[config.mk]
export PLATFORM = sky130hd
export DESIGN_NAME = alat_table
export DESIGN_NICKNAME = d
export VERILOG_FILES = /design/src/rtl/alat_pkg.sv /design/src/rtl/alat_conflict.sv /design/src/rtl/alat_victim.sv /design/src/rtl/alat_table.sv
export SDC_FILE = /design/constraint.sdc
export NUM_CORES = 2
export LEC_CHECK = 0
export BUFFER_PORTS_ARGS = -buffer_cell sky130_fd_sc_hd__clkbuf_2
export CAP_MARGIN = 20
export CORE_ASPECT_RATIO = 0.7
export CORE_UTILIZATION = 60
export CTS_CLUSTER_DIAMETER = 50
export CTS_CLUSTER_SIZE = 16
export DETAILED_ROUTE_END_ITERATION = 6
export HOLD_SLACK_MARGIN = 0.1
export MAX_ROUTING_LAYER = met4
export PLACE_DENSITY = 0.77
export RECOVER_POWER = 100
export REMOVE_ABC_BUFFERS = 1
export SYNTH_ARGS = -nofsm -noshare
export SYNTH_HDL_FRONTEND = slang
export SYNTH_SLANG_ARGS = --single-unit
[constraint.sdc]
create_clock -name clk -period 2 [get_ports clk]
set_clock_uncertainty 0.15 [all_clocks]
set_input_delay 0.3 -clock clk [delete_from_list [all_inputs] [get_ports clk]]
set_output_delay 0.3 -clock clk [all_outputs]
set_load 0.005 [all_outputs]
[src/rtl/alat_pkg.sv]
package alat_pkg;
  localparam logic CHK_RELOAD = 1'b0;
  localparam logic CHK_BRANCH = 1'b1;
  localparam int unsigned GRAN_SHIFT = 3;
endpackage

[src/rtl/alat_conflict.sv]
module alat_conflict #(
  parameter int unsigned GW = 29
) (
  input  logic [GW-1:0] a_gran_i,
  input  logic          a_wide_i,
  input  logic [GW-1:0] b_gran_i,
  input  logic          b_wide_i,
  output logic          hit_o
);
  logic pair_eq;
  logic low_eq;

  assign pair_eq = (a_gran_i[GW-1:1] == b_gran_i[GW-1:1]);
  assign low_eq  = (a_gran_i[0] == b_gran_i[0]);

  always_comb begin
    if (a_wide_i || b_wide_i) hit_o = pair_eq;
    else                      hit_o = pair_eq && low_eq;
  end
endmodule

[src/rtl/alat_victim.sv]
module alat_victim #(
  parameter int unsigned ENTRIES = 32,
  localparam int unsigned IDX_W = $clog2(ENTRIES)
) (
  input  logic               clk,
  input  logic               rst_n,
  input  logic [ENTRIES-1:0] valid_i,
  input  logic [ENTRIES-1:0] reg_hit_i,
  input  logic               alloc_i,
  output logic [IDX_W-1:0]   slot_o,
  output logic               evict_o
);
  logic [IDX_W-1:0] rr_q;
  logic [IDX_W-1:0] rr_d;
  logic [IDX_W-1:0] hit_idx;
  logic [IDX_W-1:0] free_idx;
  logic             any_hit;
  logic             any_free;
  logic             rr_en;

  always_comb begin
    hit_idx = '0;
    any_hit = 1'b0;
    for (int i = 0; i < ENTRIES; i++) begin
      if (!any_hit && reg_hit_i[i]) begin
        hit_idx = IDX_W'(i);
        any_hit = 1'b1;
      end
    end
  end

  always_comb begin
    free_idx = '0;
    any_free = 1'b0;
    for (int i = 0; i < ENTRIES; i++) begin
      if (!any_free && !valid_i[i]) begin
        free_idx = IDX_W'(i);
        any_free = 1'b1;
      end
    end
  end

  always_comb begin
    evict_o = !any_hit && !any_free;
    if (any_hit)       slot_o = hit_idx;
    else if (any_free) slot_o = free_idx;
    else               slot_o = rr_q;
  end

  assign rr_en = alloc_i && evict_o;

  always_comb begin
    rr_d = rr_q;
    if (rr_en) begin
      if (rr_q == IDX_W'(ENTRIES - 1)) rr_d = '0;
      else                             rr_d = rr_q + 1'b1;
    end
  end

  always_ff @(posedge clk or negedge rst_n) begin
    if (!rst_n) rr_q <= '0;
    else        rr_q <= rr_d;
  end

  assert_victim_free_R11: assert property (@(posedge clk) disable iff (!rst_n)
    alloc_i && !(|reg_hit_i) && !(&valid_i) |-> !valid_i[slot_o]);

  assert_reuse_slot_R9: assert property (@(posedge clk) disable iff (!rst_n)
    alloc_i && (|reg_hit_i) |-> reg_hit_i[slot_o]);
endmodule

[src/rtl/alat_table.sv]
module alat_table #(
  parameter int unsigned ENTRIES = 32,
  parameter int unsigned REG_W   = 7,
  parameter int unsigned ADDR_W  = 32,
  localparam int unsigned IDX_W  = $clog2(ENTRIES),
  localparam int unsigned GW     = ADDR_W - alat_pkg::GRAN_SHIFT
) (
  input  logic              clk,
  input  logic              rst_n,
  input  logic              ins_valid_i,
  input  logic [REG_W-1:0]  ins_reg_i,
  input  logic [ADDR_W-1:0] ins_addr_i,
  input  logic              ins_wide_i,
  input  logic              ins_defer_i,
  input  logic              st_valid_i,
  input  logic [ADDR_W-1:0] st_addr_i,
  input  logic              st_wide_i,
  input  logic              chk_valid_i,
  input  logic [REG_W-1:0]  chk_reg_i,
  input  logic              chk_mode_i,
  input  logic              chk_clear_i,
  output logic              res_valid_o,
  output logic              res_hit_o,
  output logic              res_reload_o,
  output logic              res_recover_o,
  output logic              nat_set_o,
  output logic [REG_W-1:0]  nat_reg_o
);
  import alat_pkg::*;

  logic [1:0]         rst_q;
  logic               rst_core_n;

  logic [ENTRIES-1:0] tbl_valid;
  logic [ENTRIES-1:0] valid_d;
  logic [REG_W-1:0]   tbl_reg  [ENTRIES];
  logic [GW-1:0]      tbl_gran [ENTRIES];
  logic [ENTRIES-1:0] tbl_wide;

  logic [ENTRIES-1:0] ins_vec;
  logic [ENTRIES-1:0] chk_vec;
  logic [ENTRIES-1:0] cf_raw;
  logic [ENTRIES-1:0] st_conf;
  logic [GW-1:0]      ins_gran;
  logic [GW-1:0]      st_gran;
  logic               ins_we;
  logic [IDX_W-1:0]   slot;
  logic               evict;
  logic               chk_any;
  logic               unused_low;

  logic               res_valid_d, res_hit_d, res_reload_d, res_recover_d;
  logic               nat_set_d;

  always_ff @(posedge clk or negedge rst_n) begin
    if (!rst_n) rst_q <= 2'b00;
    else        rst_q <= {rst_q[0], 1'b1};
  end
  assign rst_core_n = rst_q[1];

  assign ins_gran   = ins_addr_i[ADDR_W-1:GRAN_SHIFT];
  assign st_gran    = st_addr_i[ADDR_W-1:GRAN_SHIFT];
  assign unused_low = ^{ins_addr_i[GRAN_SHIFT-1:0], st_addr_i[GRAN_SHIFT-1:0], evict};
  assign ins_we     = ins_valid_i && !ins_defer_i;
  assign chk_any    = |chk_vec;

  for (genvar g = 0; g < ENTRIES; g++) begin : g_ent
    assign ins_vec[g] = tbl_valid[g] && (tbl_reg[g] == ins_reg_i);
    assign chk_vec[g] = tbl_valid[g] && (tbl_reg[g] == chk_reg_i);

    alat_conflict #(.GW(GW)) u_conflict (
      .a_gran_i (tbl_gran[g]),
      .a_wide_i (tbl_wide[g]),
      .b_gran_i (st_gran),
      .b_wide_i (st_wide_i),
      .hit_o    (cf_raw[g])
    );
    assign st_conf[g] = st_valid_i && tbl_valid[g] && cf_raw[g];

    assert_store_kill_R6: assert property (@(posedge clk) disable iff (!rst_core_n)
      st_conf[g] && !(ins_we && slot == IDX_W'(g)) |=> !tbl_valid[g]);

    assert_clear_kill_R8: assert property (@(posedge clk) disable iff (!rst_core_n)
      chk_valid_i && chk_clear_i && chk_vec[g] && !(ins_we && slot == IDX_W'(g))
      |=> !tbl_valid[g]);

    assert_defer_kill_R10: assert property (@(posedge clk) disable iff (!rst_core_n)
      ins_valid_i && ins_defer_i && ins_vec[g] |=> !tbl_valid[g]);
  end

  alat_victim #(.ENTRIES(ENTRIES)) u_victim (
    .clk       (clk),
    .rst_n     (rst_core_n),
    .valid_i   (tbl_valid),
    .reg_hit_i (ins_vec),
    .alloc_i   (ins_we),
    .slot_o    (slot),
    .evict_o   (evict)
  );

  // Older store first, then the clear, then the newest insert.
  always_comb begin
    valid_d = tbl_valid & ~st_conf;
    if (chk_valid_i && chk_clear_i) valid_d = valid_d & ~chk_vec;
    if (ins_valid_i && ins_defer_i) valid_d = valid_d & ~ins_vec;
    if (ins_we)                     valid_d[slot] = 1'b1;
  end

  always_ff @(posedge clk or negedge rst_core_n) begin
    if (!rst_core_n) tbl_valid <= '0;
    else             tbl_valid <= valid_d;
  end

  always_ff @(posedge clk) begin
    if (ins_we) begin
      tbl_reg[slot]  <= ins_reg_i;
      tbl_gran[slot] <= ins_gran;
      tbl_wide[slot] <= ins_wide_i;
    end
  end

  always_comb begin
    res_valid_d   = chk_valid_i;
    res_hit_d     = chk_valid_i && chk_any;
    res_reload_d  = chk_valid_i && !chk_any && (chk_mode_i == CHK_RELOAD);
    res_recover_d = chk_valid_i && !chk_any && (chk_mode_i == CHK_BRANCH);
    nat_set_d     = ins_valid_i && ins_defer_i;
  end

  always_ff @(posedge clk or negedge rst_core_n) begin
    if (!rst_core_n) begin
      res_valid_o   <= 1'b0;
      res_hit_o     <= 1'b0;
      res_reload_o  <= 1'b0;
      res_recover_o <= 1'b0;
      nat_set_o     <= 1'b0;
    end else begin
      res_valid_o   <= res_valid_d;
      res_hit_o     <= res_hit_d;
      res_reload_o  <= res_reload_d;
      res_recover_o <= res_recover_d;
      nat_set_o     <= nat_set_d;
    end
  end

  always_ff @(posedge clk or negedge rst_core_n) begin
    if (!rst_core_n)    nat_reg_o <= '0;
    else if (nat_set_d) nat_reg_o <= ins_reg_i;
  end

  assert_unique_reg_R9: assert property (@(posedge clk) disable iff (!rst_core_n)
    $onehot0(chk_vec) && $onehot0(ins_vec));

  assert_hit_clean_R3: assert property (@(posedge clk) disable iff (!rst_core_n)
    res_hit_o |-> !res_reload_o && !res_recover_o);

  assert_miss_excl_R4: assert property (@(posedge clk) disable iff (!rst_core_n)
    !(res_reload_o && res_recover_o));

  assert_miss_flag_R5: assert property (@(posedge clk) disable iff (!rst_core_n)
    res_valid_o && !res_hit_o |-> $countones({res_reload_o, res_recover_o}) == 1);

  assert_new_entry_R12: assert property (@(posedge clk) disable iff (!rst_core_n)
    ins_we |=> tbl_valid[$past(slot)]);
endmodule

* After elaboration in Yosys (flattened, before gate mapping)
Memory sizes are Yosys's and may differ from the RTL's. Cells that the tools add are included. W data, S select, Z words.
Storage, ports and cells: bits in writable memories 1152, memories 2, word-level logic and storage cells 682, register bits 83
Memory list:
- tbl_gran | words 32, width 29, read ports 32, clocked after Yosys merged registers in 0, wr ports 1, line alat_table.sv:37 | logic [GW-1:0] tbl_gran [ENTRIES];
- tbl_reg | words 32, width 7, read ports 32, clocked after Yosys merged registers in 0, wr ports 1, line alat_table.sv:36 | logic [REG_W-1:0] tbl_reg [ENTRIES];
Operators by class: bitwise gates (word level) 8, reductions and logical operators 361, $add $sub $neg 1, magnitude comparators 2, muxes and demuxes 169, eq/ne operators 129
Operators with widths (number):
- $eq A28 B28 Y1 | 32
- $eq A7 B7 Y1 | 64
- $mux W5 | 49
- $logic_and A1 B1 Y1 | 232
- $mux W1 | 101
- $and A32 B32 Y32 | 3
- $logic_not A1 Y1 | 96
- $mux W32 | 3
- $not A32 Y32 | 3
- $bwmux W32 | 1
- $eq A1 B1 Y1 | 32
- $logic_or A1 B1 Y1 | 32
- $mux W4 | 8
- $or A32 B32 Y32 | 1
- $reduce_or A32 Y1 | 1
- $mux W3 | 4
- $lt A5 B6 Y1 const B | 1
- $add A5 B1 Y5 const B | 1
- $demux W1 S5 | 1
- $eq A5 B5 Y1 const B | 1
- $ge A5 B1 Y1 const B | 1
- $mux W2 | 2
- $not A1 Y1 | 1

* Depth between registers and ports, before layout
An unclocked memory read counts as a cell.
word-level depth 104, mapped depth 14

* By module
A second synthesis with hierarchy kept.
Unflattened totals: cell total of the unflattened synthesis 3583, area, all modules 54906.4 um^2
Modules (own cells, without submodules):
- alat_table | area an instance 43346.6 um^2, cells an instance 2157, times used 1
- alat_conflict | area an instance 324.1 um^2, cells an instance 39, times used 32
- alat_victim | area an instance 1189.9 um^2, cells an instance 178, times used 1

* Worst setup path before layout
OpenSTA, ideal clock, no wires.
path kind input port to flip-flop, start in ins_reg_i[1], end mem tbl_gran[24][0], enable pin, slack -4990 ps, required time 1313 ps, path buffers 3, arrival 6303 ps, stages on the path 12, cell sequence buf_4 buf_6 xnor2_1 nand4_1 or2_2 and4bb_1 and4_1 and3_4 a211oi_2 nand2_1 buf_2 nor4b_1
On the way: longest elaborated chain between the ends 97
Ends and longest elaborated chain:
- start, declared | line alat_table.sv:11 | input logic [REG_W-1:0] ins_reg_i,
- $eq A7 B7 Y1 | line alat_table.sv:68 | assign ins_vec[g] = tbl_valid[g] && (tbl_reg[g] == ins_reg_i);
- $logic_and A1 B1 Y1 | line alat_table.sv:68
- $mux W1 | line alat_victim.sv:25 | if (!any_hit && reg_hit_i[i]) begin
- $logic_not A1 Y1 | line alat_victim.sv:25
- $logic_and A1 B1 Y1 | line alat_victim.sv:25
- $mux W1 | line alat_victim.sv:25
- $logic_not A1 Y1 | line alat_victim.sv:25
- $logic_and A1 B1 Y1 | line alat_victim.sv:25
- (+81 left out)
- $mux W1 | line alat_victim.sv:25
- $logic_not A1 Y1 | line alat_victim.sv:25
- $logic_and A1 B1 Y1 | line alat_victim.sv:25
- $mux W1 | line alat_victim.sv:25
- $logic_not A1 Y1 | line alat_victim.sv:25
- $logic_and A1 B1 Y1 | line alat_victim.sv:25
- $mux W5 / $mux W1 (equally long branches) | line alat_victim.sv:25
- $mux W5 * | line alat_victim.sv:45 | if (any_hit) slot_o = hit_idx;
- end, declared | line alat_table.sv:37
Mark *: on every way between the ends. The rest lies on a longest branch, timed or not.

* Final worst setup path
start reg tbl_valid[4], end mem tbl_gran[24][7], enable pin
On the way: longest elaborated chain between the ends 86
Ends and longest elaborated chain:
- start, declared | line alat_table.sv:34 | logic [ENTRIES-1:0] tbl_valid;
- start signal, assigned | line alat_table.sv:111 | else tbl_valid <= valid_d;
- $logic_not A1 Y1 | line alat_victim.sv:36 | if (!any_free && !valid_i[i]) begin
- $logic_and A1 B1 Y1 | line alat_victim.sv:36
- $mux W1 | line alat_victim.sv:36
- $logic_not A1 Y1 | line alat_victim.sv:36
- $logic_and A1 B1 Y1 | line alat_victim.sv:36
- $mux W1 | line alat_victim.sv:36
- $logic_not A1 Y1 | line alat_victim.sv:36
- $logic_and A1 B1 Y1 | line alat_victim.sv:36
- (+70 left out)
- $logic_not A1 Y1 | line alat_victim.sv:36
- $logic_and A1 B1 Y1 | line alat_victim.sv:36
- $mux W1 | line alat_victim.sv:36
- $logic_not A1 Y1 | line alat_victim.sv:36
- $logic_and A1 B1 Y1 | line alat_victim.sv:36
- $mux W5 / $mux W1 (equally long branches) | line alat_victim.sv:36
- $mux W5 | line alat_victim.sv:46 | else if (any_free) slot_o = free_idx;
- $mux W5 * | line alat_victim.sv:45
Marked as above.

==> results.toml <==
[sta]
min_period_over_period_pct = 192
final-setup-viol-count = 1226
fmax_ghz = 0.260
period_minus_slack_ns = 3.84
worst_slew_pin_slew_ns = 0.901
hold_violations = 0
worst_slack_ns = -1.84
grt_setup_unrepaired = "yes"
whs_ns = 0.0993
relSlewSlack_pct = 39.8
drv_slew = 0

[run_status]
status = "complete, but fails checks"
violations = "negative setup slack"

[global_routing]
grt_pass1_vias = 37947
grt_pass1_wl_um = 264000
gr-usage-all-layers_pct = 41.4
overflow = 0
antenna_found_initial = 8
grt_max_degree = 50

[floorplanning]
core_mm2 = 0.0905
start_util_pct = 60.9
num_rows = 92
die_area_mm2 = 0.0931
fp.dieH_um = 256
io_pins = 100
die_w_um = 364

[worst_setup_path]
end_kind = "flop"
worst-setup-path-type = "reg2reg"
critPathArrivalTime_ns = 4.11
crit_fanout = 5
start_kind = "flop"
critPathRequiredTime_ns = 2.28

[yosys]
ys_ff_latch = 1235
synth_ff_type = "edfxtp_1"
syn_avg_cell_area_um2 = 15.0
yosysSeqAreaShare_pct = 66.8
postSynthCellCount = 3678
syn-cell-area_mm2 = 0.0551
synth_cell_types = 67
synth_edf_count = 1184
async_reset_ff_share_pct = 4.13
yosys_warnings = 0

[layout]
syn_to_final_growth_pct = 27.0
layout.nets = 4807
utilization_pct = 77.4
largest_register_ffs = 928
drive_above_1_share_pct = 27.0

[clocking]
cts_buffer_depth = 3
clockRootBuffer = "clkbuf_16"
clock_latency_ns = 0.73
clkSinkCount = 1235
cts_tree = "done"
clkTransAtPathRegs_ns = 0.07
htree_levels = 3
cts_buffers = 98

[drt]
vias_per_cell = 6.43
drtPass1Iterations = 6
drtAntennaViolNets = 0
wire_per_inst_um = 31.2
dr.first_iter.drc_count = 7267
drc_errors = 0
vias = 38572
routed_wl_um = 187000

[power]
cellPowerDensity_mw_per_mm2 = 885
leakagePower_nw = 23.8
max-vdd-ir-drop_uv = 881
power.total_mw = 61.9

[place]
io_buffers = 93
dpl.hpwl_um = 113000
gp_congestion = 1.00

[min_path]
hold_class = "reg2async"

[run]
drv_cap = 0
power by group:
part	internal [mW]	switching, mW
clock network	10.3	9.44
registers	29.7	0.661
logic	4.97	6.94
cells in the final DEF (no fill, tap or decap), types with 8 or more instances in the layout:
master         count
xnor2_1          995
buf_2              9
a22oi_1           27
o311ai_0          32
nor3_2            16
buf_6             13
nor4_1           140
buf_16             9
clkbuf_2          77
bufinv_16          8
clkbuf_1          15
nor3_1             9
buf_12           140
inv_6             11
nand3_1           35
inv_1              8
nand2_1           55
o31ai_1           24
nor2_1            80
edfxtp_1        1184
nand4_1          301
nor3_4            13
xnor2_2            9
clkbuf_16        105
o21ai_0           15
dlygate4sd3_1     82
xor2_1           371
dfrtp_1           50
buf_4            798
worst max-delay path, cell delays in order (launching register included):
cell	delay [ns]
dfrtp_1	0.43
buf_4	0.15
nand2_1	0.09
nor4_1	0.30
buf_4	0.17
and2_1	0.23
buf_4	0.17
buf_4	0.12
nand4_1	0.08
a21oi_1	0.22
o31ai_1	0.16
o21a_4	0.16
buf_8	0.12
nor4b_4	0.43
buf_6	0.18
buf_12	0.12
buf_12	0.12
clkbuf_16	0.14
layer usage:
metal	vias up	global-route usage, %	routed length [µm]
met2	3463	58.2	80600
met5	-	-	0
met3	616	10.8	30400
met4	0	15.0	8280
met1	18910	58.3	67800
li1	15583	-	-
cell usage after synthesis, drive strengths merged, types with 3 or more instances:
library cell / count / area, µm²
inv: 9 / 33.8
o31ai: 32 / 298
nor2: 87 / 327
nand4: 301 / 1880
nand2: 57 / 229
nand3: 35 / 175
xnor2: 1004 / 8790
o21a: 4 / 30.0
dfrtp: 51 / 1280
a22oi: 27 / 203
and3: 6 / 42.5
o311ai: 33 / 289
o21ai: 17 / 85.1
o2111ai: 4 / 35.0
buf: 139 / 696
nor3: 38 / 210
nor4: 145 / 907
and2: 5 / 31.3
xor2: 372 / 3260
a21boi: 4 / 30.0
edfxtp: 1184 / 35600
or4: 4 / 33.8
and4: 6 / 55.1
a21oi: 7 / 35.0
a221oi: 6 / 52.6
clkbuf: 63 / 236
nor2b: 3 / 18.8
or2: 4 / 25.0
what timing repair did:
item / 4_1_cts / 5_1_grt
setup buffers: 46 / 14
endpoints found under the hold margin: 532 / 0
setup endpoints to repair: 1224 / 1226
pin swaps: 23 / 21
gates resized for setup: 65 / 24
cloned: 15 / 6
hold buffers: 82 / 0
metrics by stage:
step | std cells | area (µm²) | setup WS, ns | TNS [ns]
CTS | 5975 | 69700 | -1.65 | -1927.15
finish | 5995 | 70000 | -1.84 | -2137.59
global placement | 5682 | 64800 | -2.25 | -2468.52
global route | 5993 | 70000 | -1.92 | -2251.11
floorplan | 3476 | 54200 | -4.98 | -4339.25
detailed placement | 5682 | 64800 | -2.33 | -2556.20
cell families (layout without fill, tap and decap cells):
group,after synthesis,after routing,share of synthesized area [%]
mux,2,2,0.0408
xor+xnor,1376,1376,21.9
compound gates,151,151,2.21
other cells,1,4,0.00680
buf+inv,211,1301,1.75
fa+ha+maj,2,2,0.0454
simple gates,700,702,7.29
flops,1235,1235,66.8
layout make-up:
type / instances / area (µm²)
diodes: 3 / 7.51
well taps: 1222 / 1530
fillers: 5047 / 20500
flip-flops and latches: 1235 / 36800
clock buffers: 115 / 2570
repair buffers: 1139 / 10700
clock inverters: 38 / 500
multi-input cells: 2234 / 17900
inverters: 9 / 33.8
worst paths after layout:
path	start	endpoint	slack [ns]	cells after the start
worst max register to register	tbl_valid[4]	tbl_gran[24][7]	-1.84	17
min in group clk	ins_addr_i[18]	tbl_gran[0][15]	0.10	2
worst max-delay path	tbl_valid[4]	tbl_gran[24][7]	-1.84	17
worst min register to register	rst_q[1]	nat_reg_o[6]	0.1	1
worst min-delay path	rst_q[1]	nat_reg_o[6]	0.1	1
max in group asynchronous	rst_n	rst_q[1]	1.23	3
Power figures use the tool's default switching activity.
